$ cat src/rtl/fbds_pkg.sv
package fbds_pkg;
  localparam int unsigned PLANES = 3;

  typedef enum logic [1:0] {
    PL_INDEX  = 2'd0,
    PL_DIRECT = 2'd1,
    PL_CTRL   = 2'd2
  } plane_e;

  typedef enum logic [1:0] {
    ST_IDLE,
    ST_SCAN,
    ST_FLUSH,
    ST_CLEAR
  } scan_st_e;
endpackage

$ cat src/rtl/fbds_band_decode.sv
module fbds_band_decode
  import fbds_pkg::*;
#(
  parameter int unsigned NUM_BANDS  = 48,
  parameter int unsigned ADDR_W     = 20,
  parameter int unsigned PAGE_SHIFT = 12,
  localparam int unsigned WIDE_SHIFT = PAGE_SHIFT + 2
) (
  input  logic                              valid_i,
  input  logic [1:0]                        plane_i,
  input  logic [ADDR_W-1:0]                 addr_i,
  output logic [PLANES-1:0][NUM_BANDS-1:0]  set_o
);
  logic [ADDR_W-1:0] band_idx;

  // direct and control planes hold four bytes per indexed byte
  assign band_idx = (plane_i == PL_INDEX) ? (addr_i >> PAGE_SHIFT)
                                          : (addr_i >> WIDE_SHIFT);

  for (genvar p = 0; p < PLANES; p++) begin : g_plane
    for (genvar b = 0; b < NUM_BANDS; b++) begin : g_band
      assign set_o[p][b] = valid_i && (plane_i == 2'(p)) && (band_idx == ADDR_W'(b));
    end
  end
endmodule

$ cat src/rtl/fbds_dirty_plane.sv
module fbds_dirty_plane #(
  parameter int unsigned NUM_BANDS = 48
) (
  input  logic                 clk_i,
  input  logic                 rst_ni,
  input  logic [NUM_BANDS-1:0] set_i,
  input  logic [NUM_BANDS-1:0] clr_i,
  output logic [NUM_BANDS-1:0] bits_o
);
  always_ff @(posedge clk_i or negedge rst_ni) begin
    if (!rst_ni) bits_o <= '0;
    else         bits_o <= (bits_o & ~clr_i) | set_i;  // set wins
  end
endmodule

$ cat src/rtl/fbds_span_scan.sv
module fbds_span_scan
  import fbds_pkg::*;
#(
  parameter int unsigned NUM_BANDS      = 48,
  parameter int unsigned LINES_PER_BAND = 4,
  localparam int unsigned BAND_W = $clog2(NUM_BANDS),
  localparam int unsigned LEN_W  = BAND_W + 1,
  localparam int unsigned LINE_W = $clog2(NUM_BANDS * LINES_PER_BAND + 1)
) (
  input  logic                 clk_i,
  input  logic                 rst_ni,
  input  logic                 refresh_i,
  input  logic [NUM_BANDS-1:0] dirty_i,
  input  logic [NUM_BANDS-1:0] touched_i,
  output logic                 busy_o,
  output logic [NUM_BANDS-1:0] clr_o,
  output logic                 rect_valid_o,
  input  logic                 rect_ready_i,
  output logic [LINE_W-1:0]    rect_line_o,
  output logic [LINE_W-1:0]    rect_count_o
);
  scan_st_e             st_q;
  logic [BAND_W-1:0]    idx_q, run_start_q, min_q, max_q, rect_start_q;
  logic [LEN_W-1:0]     run_len_q, rect_len_q;
  logic                 run_open_q, any_q, rect_valid_q;
  logic [NUM_BANDS-1:0] late_q, span;
  logic                 cur, slot_free, last_band, advance;

  assign cur       = dirty_i[idx_q];
  assign slot_free = !rect_valid_q || rect_ready_i;
  assign last_band = (idx_q == BAND_W'(NUM_BANDS - 1));
  assign advance   = cur || !run_open_q || slot_free;

  always_ff @(posedge clk_i or negedge rst_ni) begin
    if (!rst_ni) begin
      st_q         <= ST_IDLE;
      idx_q        <= '0;
      run_start_q  <= '0;
      run_len_q    <= '0;
      run_open_q   <= 1'b0;
      min_q        <= '0;
      max_q        <= '0;
      any_q        <= 1'b0;
      late_q       <= '0;
      rect_valid_q <= 1'b0;
      rect_start_q <= '0;
      rect_len_q   <= '0;
    end else begin
      if (rect_valid_q && rect_ready_i) rect_valid_q <= 1'b0;
      // writes seen during a scan must survive the clear
      if (st_q != ST_IDLE) late_q <= late_q | touched_i;
      unique case (st_q)
        ST_IDLE: begin
          if (refresh_i) begin
            st_q       <= ST_SCAN;
            idx_q      <= '0;
            any_q      <= 1'b0;
            run_open_q <= 1'b0;
            late_q     <= '0;
          end
        end
        ST_SCAN: begin
          if (cur) begin
            if (run_open_q) run_len_q <= run_len_q + 1'b1;
            else begin
              run_open_q  <= 1'b1;
              run_start_q <= idx_q;
              run_len_q   <= LEN_W'(1);
            end
            if (!any_q) min_q <= idx_q;
            any_q <= 1'b1;
            max_q <= idx_q;
          end else if (run_open_q && slot_free) begin
            rect_valid_q <= 1'b1;
            rect_start_q <= run_start_q;
            rect_len_q   <= run_len_q;
            run_open_q   <= 1'b0;
          end
          if (advance) begin
            if (last_band) st_q <= ST_FLUSH;
            else           idx_q <= idx_q + 1'b1;
          end
        end
        ST_FLUSH: begin
          if (!run_open_q) st_q <= ST_CLEAR;
          else if (slot_free) begin
            rect_valid_q <= 1'b1;
            rect_start_q <= run_start_q;
            rect_len_q   <= run_len_q;
            run_open_q   <= 1'b0;
            st_q         <= ST_CLEAR;
          end
        end
        ST_CLEAR: st_q <= ST_IDLE;
        default:  st_q <= ST_IDLE;
      endcase
    end
  end

  for (genvar b = 0; b < NUM_BANDS; b++) begin : g_span
    assign span[b] = any_q && (BAND_W'(b) >= min_q) && (BAND_W'(b) <= max_q);
  end

  assign clr_o        = (st_q == ST_CLEAR) ? (span & ~late_q) : '0;
  assign busy_o       = (st_q != ST_IDLE);
  assign rect_valid_o = rect_valid_q;
  assign rect_line_o  = LINE_W'(rect_start_q) * LINE_W'(LINES_PER_BAND);
  assign rect_count_o = LINE_W'(rect_len_q) * LINE_W'(LINES_PER_BAND);
endmodule

$ cat src/rtl/fb_dirty_scan.sv
module fb_dirty_scan
  import fbds_pkg::*;
#(
  parameter int unsigned NUM_BANDS      = 48,
  parameter int unsigned LINES_PER_BAND = 4,
  parameter int unsigned ADDR_W         = 20,
  parameter int unsigned PAGE_SHIFT     = 12,
  localparam int unsigned LINE_W = $clog2(NUM_BANDS * LINES_PER_BAND + 1)
) (
  input  logic              clk_i,
  input  logic              rst_ni,
  input  logic              deep_mode_i,
  input  logic              snoop_valid_i,
  input  logic [1:0]        snoop_plane_i,
  input  logic [ADDR_W-1:0] snoop_addr_i,
  input  logic              invalidate_i,
  input  logic              refresh_i,
  output logic              scan_busy_o,
  output logic              rect_valid_o,
  input  logic              rect_ready_i,
  output logic [LINE_W-1:0] rect_line_o,
  output logic [LINE_W-1:0] rect_count_o
);
  logic [PLANES-1:0][NUM_BANDS-1:0] set_raw, set_pl, bits_pl;
  logic [NUM_BANDS-1:0] clr, dirty, touched;

  fbds_band_decode #(
    .NUM_BANDS (NUM_BANDS),
    .ADDR_W    (ADDR_W),
    .PAGE_SHIFT(PAGE_SHIFT)
  ) u_decode (
    .valid_i(snoop_valid_i),
    .plane_i(snoop_plane_i),
    .addr_i (snoop_addr_i),
    .set_o  (set_raw)
  );

  for (genvar p = 0; p < PLANES; p++) begin : g_pl
    if (p == 0) begin : g_inv
      assign set_pl[p] = set_raw[p] | {NUM_BANDS{invalidate_i}};
    end else begin : g_plain
      assign set_pl[p] = set_raw[p];
    end
    fbds_dirty_plane #(.NUM_BANDS(NUM_BANDS)) u_plane (
      .clk_i (clk_i),
      .rst_ni(rst_ni),
      .set_i (set_pl[p]),
      .clr_i (clr),
      .bits_o(bits_pl[p])
    );
  end

  assign touched = set_pl[0] | set_pl[1] | set_pl[2];
  assign dirty   = bits_pl[0] | (deep_mode_i ? (bits_pl[1] | bits_pl[2]) : '0);

  fbds_span_scan #(
    .NUM_BANDS     (NUM_BANDS),
    .LINES_PER_BAND(LINES_PER_BAND)
  ) u_scan (
    .clk_i       (clk_i),
    .rst_ni      (rst_ni),
    .refresh_i   (refresh_i),
    .dirty_i     (dirty),
    .touched_i   (touched),
    .busy_o      (scan_busy_o),
    .clr_o       (clr),
    .rect_valid_o(rect_valid_o),
    .rect_ready_i(rect_ready_i),
    .rect_line_o (rect_line_o),
    .rect_count_o(rect_count_o)
  );
endmodule

$ cat config.mk
export PLATFORM = sky130hd
export DESIGN_NAME = fb_dirty_scan
export DESIGN_NICKNAME = d
export VERILOG_FILES = /design/src/rtl/fbds_pkg.sv /design/src/rtl/fbds_band_decode.sv /design/src/rtl/fbds_dirty_plane.sv /design/src/rtl/fbds_span_scan.sv /design/src/rtl/fb_dirty_scan.sv
export SDC_FILE = /design/constraint.sdc
export NUM_CORES = 1
export LEC_CHECK = 0
export ABC_AREA = 1
export BUFFER_PORTS_ARGS = -buffer_cell sky130_fd_sc_hd__buf_2
export CAP_MARGIN = 10
export CORE_MARGIN = 3
export CORE_UTILIZATION = 55
export CTS_BUF_LIST = sky130_fd_sc_hd__clkbuf_8
export CTS_CLUSTER_DIAMETER = 30
export DETAILED_ROUTE_END_ITERATION = 10
export GPL_TIMING_DRIVEN = 1
export PLACE_DENSITY = 0.81
export SLEW_MARGIN = 15
export SYNTH_ARGS = -nofsm -noshare
export SYNTH_HDL_FRONTEND = slang
export SYNTH_SLANG_ARGS = --single-unit
$ cat constraint.sdc
create_clock -name clk_i -period 1.8 [get_ports clk_i]
set_input_delay 0.36 -clock clk_i [delete_from_list [all_inputs] [get_ports clk_i]]
set_output_delay 0.36 -clock clk_i [all_outputs]
set_load 0.02 [all_outputs]
After elaboration in Yosys (flattened, before gate mapping):

Index checks and enable logic that the tools add are counted.
W data, S select, Z words.

* flip-flop bits (word level): 240
* output and inout bits: 18
* logic and storage cells: 503

* add/subtract/negate cells: 2
* order comparisons: 97
* eq/ne operators: 64
* mux-type cells: 43
* bitwise operators: 17
* reduce and logical (&&, ||, !) cells: 265

Operators by type and width (count)
* $or A48 B48 Y48: 9
* $eq A20 B5 Y1 const B: 16
* $eq A20 B6 Y1 const B: 15
* $logic_and A1 B1 Y1: 245
* $mux W48: 5
* $and A48 B48 Y48: 4
* $eq A20 B4 Y1 const B: 8
* $ge A5 B6 Y1 const A: 16
* $ge A6 B6 Y1 const A: 16
* $le A5 B6 Y1 const A: 16
* $le A6 B6 Y1 const A: 16
* $not A48 Y48: 2
* $eq A20 B3 Y1 const B: 4
* $mux W6: 11
* $ge A4 B6 Y1 const A: 8
* $le A4 B6 Y1 const A: 8
* $eq A20 B2 Y1 const B: 2
* $pmux W6 S2: 3
* $ge A3 B6 Y1 const A: 4
* $le A3 B6 Y1 const A: 4
* $eq A20 B1 Y1 const B: 1
* $logic_not A20 Y1: 1
* $ge A1 B6 Y1 const A: 2
* $ge A2 B6 Y1 const A: 2
* other kinds (31): 70

Depth between registers and ports, before layout:

* depth in word-level cells: 11
* mapped depth: 16

Cells and area by module:

Synthesis repeated with hierarchy kept, for this count alone.

* cell total of the unflattened synthesis: 2120
* area, all modules: 13965.9 µm²

By module, submodules not included
* fbds_dirty_plane: instances 3, cells an instance 240, area an instance 1921.8 µm², sequential area each 1201.2 µm²
* fbds_span_scan: instances 1, cells an instance 769, area an instance 5683.0 µm², sequential area each 2377.3 µm²
* fb_dirty_scan: instances 1, cells an instance 346, area an instance 1386.3 µm², sequential area each 0.0 µm²
* fbds_band_decode: instances 1, cells an instance 285, area an instance 1131.1 µm², sequential area each 0.0 µm²

Least setup slack after synthesis:

OpenSTA, ideal clock, no wires.

* path type: register to register
* start: reg u_scan.idx_q[0]
* end: reg u_scan.run_start_q[2]
* setup time: 0.132 ns
* arrival time: 1.709 ns
* slack: -0.040 ns
* stages on the path, launching flop included: 16
* buffers on the path: 3
* period minus slack after synthesis: 1.840 ns
* cells stage by stage: dfrtp_1 buf_4 inv_4 buf_6 nand2_1 nand3_1 nand2_1 nor2_1 nand2_1 nand3_2 nand3_4 a21oi_4 nand2_2 buf_2 nand2_1 o21ai_1

* longest elaborated chain between the ends: 3

Ends and longest elaborated chain
* start, declared: RTL line fbds_span_scan.sv:23 `logic [BAND_W-1:0] idx_q, run_start_q, min_q, max_q, rect_start_q;`
* start signal, assigned: RTL line fbds_span_scan.sv:81 `else idx_q <= idx_q + 1'b1;`
* $bmux W1 S6: RTL line fbds_span_scan.sv:29 `assign cur = dirty_i[idx_q];`
* $mux W1 (implied by the code): RTL line fbds_span_scan.sv:29
* $reduce_and A3 Y1 (no line)
* end signal, assigned: RTL line fbds_span_scan.sv:67 `run_start_q <= idx_q;`
* end, declared: RTL line fbds_span_scan.sv:23

No other way between the ends. The select of a mux whose other input is x is not followed.
A chain may end at the register's enable or synchronous reset.

Worst setup path after layout:

* start: reg u_scan.idx_q[0]
* end: reg u_scan.idx_q[3]

* longest elaborated chain between the ends: 6
* elaborated cells on any way between the ends: 12
* those cells by class: add/sub: 1; eq/ne: 3; mux: 5; reduce/logical: 3

Ends and longest elaborated chain
* $bmux W1 S6: RTL line fbds_span_scan.sv:29
* $mux W1 (implied by the code): RTL line fbds_span_scan.sv:29
* $logic_or A1 B1 Y1 (2 in series): RTL line fbds_span_scan.sv:32 `assign advance = cur || !run_open_q || slot_free;`
* $ne A2 B1 Y1 (no line)
* $reduce_and A4 Y1 (no line)

Several ways; a longest one is shown, not always the timed one. The select of a mux whose other input is x is not followed.

==> summary.md <==
| Metric | Value |
|---|---|
| Initial Util | `a little under three fifths` |
| Max-cap viol count | `0` |
| CTS buffer count | `53` |
| Final cell count without fillers | `2,266` |
| Logic pwr share | `37.2%` |
| Fin nets | `~2,000` |
| Die area | `25,000 um^2` |
| Count of final setup violators | `155` |
| Most frequent cell after synthesis | `inv_1` |
| Final period utilization | `137%` |
| Maximum achievable frequency | `405 MHz` |
| Number of global-route vias before repair | `13,828` |
| Placed Instances | `2,131` |
| Max incr delay on CP | `0.50 ns` |
| Post-route DRC | `0` |
| Antenna Cells | `0` |
| Worst VDD drop | `725 uV` |
| Failing checks | `setup timing` |
| Max_slew headroom | `47.1%` |
| DPL Wire Length | `29,300 um` |
| Area grow syn2layout | `39.6%` |
| Area share of the largest cell type after synthesis | `47.0%` |
| Hold/Removal Path Class | `in2reg` |
| CORE AREA | `approximately 23,000 um^2` |
| Port bufs | `30` |
| GRT Residual Overflow | `0` |
| Post-synth design cell area | `~13,000 um^2` |
| Worst slew pin tran | `0.790 ns` |
| Post-synth ARST share | `100%` |
| RSZ-0062 raised after global routing | `yes` |
| DRT Wirelength | `52,300 um` |
| Clock Tree Root | `clkbuf_8` |
| CTS tree | `built` |
| Leak pwr | `between 0.008 and 0.009 uW` |
| Area leader, netlist | `dfrtp_1` |
| First-pass GRT wire length | `71,800 um` |
| Worst setup SP type | `flip-flop` |
| R2R depth | `11` |
| DR vias | `approximately 15,000` |
| Initial antenna violation count | `0` |
| Critical Path Fanout Max | `7` |
| Most common library cells after synthesis | `inv_1 (342), nand2_1 (330), o21ai_0 (244)` |
| Final Hold Fails | `0` |
| Final Max Slew Viols | `0` |
| Synth Register Bits | `approximately 240` |
| Post-synthesis sequential area ratio | `47.0%` |
| Area contributors post-synth | `dfrtp_1 (47%), inv_1 (10%), nand2_1 (9.7%)` |
| Clock tree sinks | `239` |
| Status | `finished with violations` |
| Site row count | `55` |
| I/O Pins | `47` |
| Drt wl/cell | `between 20 and 25 um` |
| Clock period minus worst slack | `2.47 ns` |
| Final worst slack | `-0.671 ns` |
| ANT nets after route | `0` |
| Clock Power Share | `around a third` |
| Mean Syn Cell Area | `between 7 and 8 um^2` |
| Clk_skew | `0.0477 ns` |
| Worst Setup End Kind | `flip-flop` |
| Die extent in y | `158 um` |
| Clock-pin transition on the worst setup and hold timing paths | `0.08 ns` |
| Largest net degree at the start of global routing | `67` |
| Gpl congestion | `1.07` |
| P_sw | `8890 uW` |
| Syn. warnings | `0` |
| CP Data Required Time | `2.29 ns` |
| Vias/cell | `~6.4` |
| Skew-Pair Late Insertion Delay | `0.61 ns` |
| CP Cell Sequence | `buf_8, buf_6, ha_2, nand2_1, inv_1, nand2_1, o31ai_4, nand2_2, buf_4, nand4_1, nand2_1` |
| Number of synthesized flops with an enable pin | `0` |
| Die X | `158 um` |
| Max clock buf depth | `3` |
| Crit path top cell by count | `nand2_1` |
| Switch share | `slightly below 40%` |
| Iteration-0 DRC Markers | `2,201` |
| Final core utilization | `about four fifths` |
| Ys flop type | `dfrtp_1` |
| Worst path slowest cell | `dfrtp_2` |
| Initial DRT Pass Iterations | `8` |
| PD cells | `~1300 nW/um^2` |
| Gr usage total | `a little under two fifths` |
| Share of cells above drive strength 1 | `29.8%` |
| WHS Path Cells | `4` |
| P_int | `14,000 uW` |
| CP Class | `reg2reg` |
| Synth unique cells | `43` |
| Worst Path Arrival | `2.96 ns` |
| H-tree depth | `2` |
| Flop pwr share | `31.3%` |
| Synth Instances | `around 1,700` |
[sequential cells by signal, summed over array words and instances (netlist names)]
signal and cells:
u_scan.st_q 2, u_scan.run_len_q 6, u_scan.rect_start_q 6, u_scan.min_q 6
u_scan.any_q 1, g_pl.u_plane.bits_o 144, u_scan.rect_len_q 6, u_scan.max_q 6
u_scan.late_q 48, u_scan.run_open_q 1, u_scan.idx_q 6, u_scan.run_start_q 6
u_scan.rect_valid_o 1
[per-layer routing]
metal  global-route usage, %  up-vias  wire length, um
met5                       0        -                0
met4                    21.8        0             4330
met3                    9.90      437             7540
met2                    57.4     1345            23100
met1                    46.1     6741            17400
li1                        -     6001                -
[cell type report]
type,instances,area [um^2]
timing repair buffer,272,2500
clock inverter,35,424
tap,285,357
sequential,239,5990
fill,1316,4950
clock buffer,61,840
inverter,350,1340
multi-input combinational,1024,6320
[layout by cell type (no fill, tap or decap), types with 9 or more instances in the layout]
master and count:
inv_1 335, nand2_1 285, dfrtp_1 234, o21ai_0 196
buf_4 182, o21ai_1 67, a21oi_1 65, nor2_1 63
clkbuf_8 61, nand3_1 54, a41oi_1 41, nand3_2 39
nand2_2 31, buf_6 29, buf_2 28, o21ai_2 24
buf_12 20, nand4_1 16, nand2_4 16, nor2_4 15
nor2_2 14, inv_2 14, a2111oi_4 12, a21oi_2 9
bufinv_16 9
[through the flow]
stage / worst slack, ns / hold WS, ns / power [uW] / setup TNS, ns / instance area [um^2]
global route: -0.743 / 0.251 / 23500 / -47.20 / 17800
detailed placement: -0.449 / 0.363 / 12400 / -56.10 / 14700
finish: -0.671 / 0.234 / 22900 / -35.71 / 17800
global placement: -0.406 / 0.360 / 12200 / -42.07 / 14700
CTS: -0.260 / 0.157 / 20600 / -10.88 / 16700
floorplan: -0.00714 / 0.0644 / 9970 / -0.0734 / 12700
[power groups by stage]
stage          logic [uW]  registers [uW]  clock network [uW]
3_3_place_gp         5300            6890                   0
2_1_floorplan        3220            6750                   0
4_1_cts              6620            6920                7100
3_5_place_dp         5450            6920                   0
6_report             8530            7170                7190
5_1_grt              8840            7190                7450
[worst max-delay path, delay by kind of cell (launching register included)]
family | cells | cell delay (ns)
AOI/OAI and AO/OA | 1 | 0.28
adders and majority gates | 1 | 0.21
buffers and inverters | 4 | 0.75
DFF | 1 | 0.50
and+or+nand+nor | 5 | 0.59
[logic make-up after synthesis]
group / after synthesis / share of synthesized area, %
buf+inv: 420 / 13.2
xor+xnor: 4 / 0.275
fa+ha+maj: 6 / 0.590
compound gates: 444 / 20.3
flops: 239 / 47.0
other cells: 1 / 0.0295
simple gates: 563 / 18.6
[repair_timing]
| item | in CTS | in global routing |
|---|---|---|
| gates cloned | 4 | 5 |
| hold buffers | 1 | 0 |
| gates resized for setup | 142 | 239 |
| pin swaps | 33 | 54 |
| setup endpoints to repair | 116 | 184 |
| endpoints found under the hold margin | 54 | 0 |
| buffers inserted | 12 | 20 |
[final timing paths]
path / to / start / slack [ns]
min reg2reg: u_scan.rect_len_q[2] / u_scan.rect_len_q[2] / 0.47
min in group asynchronous: u_scan.run_len_q[4] / rst_ni / 0.31
max reg2reg: u_scan.idx_q[3] / u_scan.idx_q[0] / -0.67
min: u_scan.rect_valid_o / rect_ready_i / 0.23
max: u_scan.idx_q[3] / u_scan.idx_q[0] / -0.67
max in group asynchronous: u_scan.late_q[23] / rst_ni / 0.84
(Power assumes the default switching activity.)
